[src/rtl/dtt_pkg.sv]
package dtt_pkg;
  typedef enum logic [2:0] {
    PM_RUN     = 3'd0,
    PM_DOZE    = 3'd1,
    PM_WATCH   = 3'd2,
    PM_SUBRUN  = 3'd3,
    PM_SUBDOZE = 3'd4,
    PM_STANDBY = 3'd5
  } pmode_e;

  localparam int CFG_W   = 4;
  localparam int CFG_SRC = 3;
  localparam int CFG_CLR = 2;
  localparam int SEL_W   = 2;
  localparam int N_TAPS  = 1 << SEL_W;

  function automatic logic iv_may_count(logic [2:0] pm);
    return (pm == PM_RUN) || (pm == PM_DOZE);
  endfunction

  function automatic logic tb_may_count(logic [2:0] pm);
    return pm <= PM_SUBDOZE;
  endfunction
endpackage

[src/rtl/dtt_sync_edge.sv]
module dtt_sync_edge (
  input  logic clk,
  input  logic rst_n,
  input  logic async_in,
  output logic rise
);
  logic meta_q, sync_q, prev_q;

  always_ff @(posedge clk or negedge rst_n) begin
    if (!rst_n) begin
      meta_q <= 1'b0;
      sync_q <= 1'b0;
      prev_q <= 1'b0;
    end else begin
      meta_q <= async_in;
      sync_q <= meta_q;
      prev_q <= sync_q;
    end
  end

  assign rise = sync_q & ~prev_q;
endmodule

[src/rtl/dtt_prescaler.sv]
module dtt_prescaler #(
  parameter int unsigned K0 = 7,
  parameter int unsigned K1 = 6,
  parameter int unsigned K2 = 5,
  parameter int unsigned K3 = 2,
  parameter int unsigned PSC_W = 7
) (
  input  logic       clk,
  input  logic       rst_n,
  input  logic       clr,
  input  logic       adv,
  input  logic [1:0] sel,
  output logic       tick
);
  localparam int unsigned KS [4] = '{K0, K1, K2, K3};

  logic [PSC_W-1:0] psc_q;
  logic [PSC_W-1:0] masks [4];
  logic [PSC_W-1:0] mask;

  for (genvar g = 0; g < 4; g++) begin : g_mask
    assign masks[g] = PSC_W'((1 << KS[g]) - 1);
  end

  assign mask = masks[sel];
  assign tick = adv && ((psc_q & mask) == mask);

  always_ff @(posedge clk or negedge rst_n) begin
    if (!rst_n)   psc_q <= '0;
    else if (clr) psc_q <= '0;
    else if (adv) psc_q <= psc_q + 1'b1;
  end
endmodule

[src/rtl/dtt_counter.sv]
module dtt_counter #(
  parameter int unsigned W = 8
) (
  input  logic         clk,
  input  logic         rst_n,
  input  logic         clr,
  input  logic         inc,
  input  logic         flag_clr,
  output logic [W-1:0] count,
  output logic         flag
);
  logic wrap;

  assign wrap = inc && !clr && (count == {W{1'b1}});

  always_ff @(posedge clk or negedge rst_n) begin
    if (!rst_n) begin
      count <= '0;
      flag  <= 1'b0;
    end else begin
      if (clr)      count <= '0;
      else if (inc) count <= count + 1'b1;
      if (wrap)          flag <= 1'b1;
      else if (flag_clr) flag <= 1'b0;
    end
  end
endmodule

[src/rtl/dual_timebase_timer.sv]
module dual_timebase_timer #(
  parameter int unsigned CNT_W = 8,
  parameter int unsigned K0 = 7,
  parameter int unsigned K1 = 6,
  parameter int unsigned K2 = 5,
  parameter int unsigned K3 = 2
) (
  input  logic             clk,
  input  logic             rst_n,
  input  logic             cfg_we,
  input  logic [3:0]       cfg_wdata,
  input  logic [3:0]       sys_ticks,
  input  logic             sub_clk,
  input  logic [2:0]       pwr_mode,
  input  logic             flag_clr,
  output logic [CNT_W-1:0] count,
  output logic             ovf_flag
);
  import dtt_pkg::*;

  localparam int unsigned PSC_W = (K0 > K1 ? K0 : K1) > (K2 > K3 ? K2 : K3)
                                ? (K0 > K1 ? K0 : K1) : (K2 > K3 ? K2 : K3);

  logic             src_q;
  logic [SEL_W-1:0] sel_q;
  logic             clr_req;
  logic             sub_rise;
  logic             tb_run, iv_run;
  logic             tb_tick;
  logic             inc;

  assign clr_req = cfg_we && cfg_wdata[CFG_CLR] && cfg_wdata[CFG_SRC];

  always_ff @(posedge clk or negedge rst_n) begin
    if (!rst_n) begin
      src_q <= 1'b0;
      sel_q <= '0;
    end else if (cfg_we) begin
      src_q <= cfg_wdata[CFG_SRC];
      sel_q <= cfg_wdata[SEL_W-1:0];
    end
  end

  assign tb_run = tb_may_count(pwr_mode);
  assign iv_run = iv_may_count(pwr_mode);

  dtt_sync_edge u_sync (
    .clk      (clk),
    .rst_n    (rst_n),
    .async_in (sub_clk),
    .rise     (sub_rise)
  );

  dtt_prescaler #(
    .K0(K0), .K1(K1), .K2(K2), .K3(K3), .PSC_W(PSC_W)
  ) u_psc (
    .clk   (clk),
    .rst_n (rst_n),
    .clr   (clr_req),
    .adv   (sub_rise && tb_run),
    .sel   (sel_q),
    .tick  (tb_tick)
  );

  assign inc = src_q ? tb_tick : (sys_ticks[sel_q] && iv_run);

  dtt_counter #(.W(CNT_W)) u_cnt (
    .clk      (clk),
    .rst_n    (rst_n),
    .clr      (clr_req),
    .inc      (inc),
    .flag_clr (flag_clr),
    .count    (count),
    .flag     (ovf_flag)
  );
endmodule

[config.mk]
export PLATFORM = sky130hd
export DESIGN_NAME = dual_timebase_timer
export DESIGN_NICKNAME = d
export VERILOG_FILES = /design/src/rtl/dtt_pkg.sv /design/src/rtl/dtt_sync_edge.sv /design/src/rtl/dtt_prescaler.sv /design/src/rtl/dtt_counter.sv /design/src/rtl/dual_timebase_timer.sv
export SDC_FILE = /design/constraint.sdc
export NUM_CORES = 1
export LEC_CHECK = 0
export ABC_AREA = 1
export CAP_MARGIN = 20
export CELL_PAD_IN_SITES_DETAIL_PLACEMENT = 0
export CELL_PAD_IN_SITES_GLOBAL_PLACEMENT = 1
export CORE_MARGIN = 5
export CORE_UTILIZATION = 34
export CTS_BUF_LIST = sky130_fd_sc_hd__clkbuf_4
export DETAILED_ROUTE_END_ITERATION = 16
export GPL_ROUTABILITY_DRIVEN = 0
export PLACE_DENSITY = 0.74
export SLEW_MARGIN = 25
export SYNTH_ARGS = -nofsm -noshare
export SYNTH_HDL_FRONTEND = slang
export SYNTH_SLANG_ARGS = --single-unit
[constraint.sdc]
create_clock -name clk -period 1.6 [get_ports clk]
set_input_delay 0.24 -clock clk [delete_from_list [all_inputs] [get_ports clk]]
set_output_delay 0.24 -clock clk [all_outputs]
set_load 0.03 [all_outputs]
==> impl_summary.log <==
[metrics] die outline width: about 70 um
[metrics] Detailed Routing Iterations Pass 1: 4
[metrics] Die Footprint: 4937 um2
[metrics] endpoint class of the critical path: output port
[metrics] required arrival time at the worst endpoint: 1.36 ns
[metrics] max-cap viol count: 0
[metrics] core area: ~3400 um2
[metrics] crit-path cells: dlygate4sd2_1
[metrics] post-synth design cell area: 1235 um2
[metrics] clock latency on the worst-skew pair: 0.30 ns
[metrics] initial antenna violation count: 0
[metrics] global-route wire length before repair: 5.181 mm
[metrics] IO Count: 25
[metrics] Post-CTS Setup Bufs: 0
[metrics] Layout Skew: 0.003565 ns
[metrics] cts bufs inserted: 3
[metrics] maximum fanout count along the critical path: 5
[metrics] cells after synthesis: 154
[metrics] number of standard cells in the final layout excluding fillers: 231
[metrics] via count: roughly 1,100
[metrics] Worst path slowest cell: dfrtp_1
[metrics] number of flip-flops and latches in the synthesized netlist: 22
[metrics] via count of the first global-routing pass: 1,152
[metrics] maximum clock frequency: 700.6 MHz
[metrics] gr ovfl total: 0
[metrics] Final Hold Viols: 0
[metrics] Final setup violation count: 0
[metrics] total power per unit cell area: roughly 900 nW/um2
[metrics] via-per-instance ratio: 4.823
[metrics] Lkg Pwr: around 0.85 nW
[metrics] top library cells by usage in the layout, fill and taps aside: nand2_1, dfrtp_1, inv_1, clkdlybuf4s50_1, nor2_1
[metrics] synthesized net count: 172
[metrics] Overall Power: between 1 and 1.5 mW
[metrics] Post-DP HPWL: about 2.3 mm
[metrics] master cell of the clock root buffer: clkbuf_4
[metrics] port buffer count: 24
[metrics] Clock Sinks: 22
[metrics] outcome: finished clean
[metrics] setup repair after global routing missed its margin: no
[metrics] total wire length after detailed routing: 2.879 mm
[metrics] fill cell total of the finished layout: 359
[metrics] Hold Crit Class: input pin to asynchronous set/reset pin
[metrics] setup_tns: 0 ns
[metrics] final-layout worst hold slack: roughly 0.28 ns
[metrics] routed length per placed instance: roughly 12 um
[metrics] Final Net Count: 205
[metrics] Vert. Die Dim: 70.27 um
[metrics] Slew Limit Fails: 0
[metrics] startpoint kind of the worst setup timing path: flip-flop
[metrics] share of layout cells above drive strength 1: 0.1297
[metrics] number of synthesis warnings: 0
[metrics] Total GRT Usage: 0.1277
[metrics] largest net degree at the start of global routing: 23
[metrics] count of antenna-violating nets left after detailed routing: 0
[metrics] Bufs and invs on worst path: 1
[metrics] count of hold buffers inserted by post-cts repair: 0
[metrics] H-tree levels: 1
[metrics] number of DRC markers in iteration 0: 89
[metrics] placed insts: 228
[metrics] sequential share of the synthesized area: 0.4458
[metrics] post-route minimum period: 1.427 ns
[metrics] Netlist cell types: 23
[metrics] ratio of final minimum period to clock period: 0.8922
[metrics] number of diodes: 0
[metrics] Clock Tree Buf Depth: 2
[metrics] critical path class: flip-flop to output port
[metrics] clock tree from TritonCTS: yes
[metrics] Area growth, synth to finish: 27.46%
[metrics] post-detailed-route DRC marker count: 0
[metrics] Least-Margin Pin Slew: 0.3422 ns
[metrics] Max VDD drop: 0.5748 mV
[metrics] clock-pin slew on the worst setup and hold paths: 0.12 ns
[metrics] max-slew headroom at the worst pin: 0.7701
[metrics] most frequent standard cell in the layout excluding fill and tap cells: nand2_1
[metrics] number of rows in the core area: 21
[metrics] Worst path max stage delay: around 0.46 ns
[metrics] kind of cell with the highest combined delay on the critical path: flip-flops
[metrics] post-synthesis area per instance: 8.019 um2
[metrics] data arrival time of the worst path: 1.19 ns
[metrics] Sequential cell area: 550.5 um2
[metrics] area taken by multi-input logic gates: ~600 um2
[metrics] effective utilization at floorplan: 0.3615
[power by group]
| part | internal [mW] | switching [mW] | leakage (nW) |
|---|---|---|---|
| Sequential | 0.636 | 0.0907 | 0.286 |
| Combinational | 0.178 | 0.262 | 0.548 |
| Clock | 0.0877 | 0.158 | 0.0138 |
| Total | 0.902 | 0.511 | 0.848 |
[final timing paths]
check	from	to	slack (ns)	cells past startpoint
min in group clk	sub_clk	u_sync.meta_q$_DFF_PN0_	0.36	1
setup reg to reg	u_psc.psc_q[0]$_DFFE_PN0P_	u_cnt.flag$_DFFE_PN0P_	0.21	7
setup / recovery	u_cnt.count[4]$_DFFE_PN0P_	count[4]	0.17	1
max in group asynchronous	rst_n	u_cnt.count[1]$_DFFE_PN0P_	1.09	2
hold reg to reg	u_sync.meta_q$_DFF_PN0_	u_sync.sync_q$_DFF_PN0_	0.37	0
hold / removal	rst_n	sel_q[1]$_DFFE_PN0P_	0.28	2
[area by class of cell]
type,count,share of cell area
Multi-Input combinational cell,112,0.3800
Tap cell,46,0.03657
Clock buffer,3,0.01431
Sequential cell,22,0.3498
Inverter,18,0.04293
Timing Repair Buffer,30,0.1765
[state kept, by name, summed over array words and instances (netlist names)]
signal and count:
src_q 1, u_sync.prev_q 1, u_cnt.flag 1, u_sync.sync_q 1, sel_q 2, u_psc.psc_q 7, u_sync.meta_q 1, u_cnt.count 8
[cells by family (layout without fill, tap and decap cells)]
logic type / Yosys count / count (layout) / share of synthesized area
flip-flops: 22 / 22 / 0.4458
AND/OR/NAND/NOR: 96 / 96 / 0.3901
XOR/XNOR: 4 / 4 / 0.02837
adder cells (fa/ha/maj): 2 / 2 / 0.02026
buffers and inverters: 20 / 51 / 0.06991
multiplexers: 1 / 1 / 0.009118
AO/OA/AOI/OAI: 9 / 9 / 0.03646
[repair_timing]
item                                    4_1_cts  5_1_grt
pin swaps                                     0        0
resized for setup                             8        1
cloned                                        0        0
endpoints found under the setup margin        8        1
[synth_stat cells]
master | instances | area share
ha_1 | 2 | 0.020
dfrtp_1 | 22 | 0.45
nand2_2 | 3 | 0.015
nand3_1 | 12 | 0.049
nor2_4 | 1 | 0.0091
inv_2 | 2 | 0.0061
o21ai_1 | 3 | 0.012
nor3_1 | 5 | 0.020
xor2_1 | 4 | 0.028
nand2_4 | 2 | 0.018
inv_1 | 16 | 0.049
o21ai_0 | 3 | 0.012
nor2_1 | 13 | 0.040
nand3_2 | 3 | 0.024
nand4_1 | 12 | 0.061
nand3_4 | 1 | 0.014
mux2_2 | 1 | 0.0091
buf_2 | 1 | 0.0040
nor4_1 | 1 | 0.0051
clkbuf_8 | 1 | 0.011
nor2_2 | 2 | 0.010
a21oi_1 | 3 | 0.012
nand2_1 | 41 | 0.12
[metrics by stage]
stage / setup WS [ns] / util / cell area (um2)
finish: 0.1726 / 0.4608 / 1574
global route: 0.05970 / 0.4608 / 1574
CTS: 0.02268 / 0.4601 / 1572
detailed placement: 0.02102 / 0.4564 / 1559
global placement: 0.06219 / 0.4564 / 1559
floorplan: 0.1819 / - / 1235
[per-layer routing]
layer  GRT usage  vias up  share of wire
li1            -      569              -
met4     0.03830        0          0.013
met2      0.2214       16           0.51
met5           0        -              0
met1      0.1616      525           0.45
met3     0.02009        4          0.026
(Power assumes the default switching activity.)
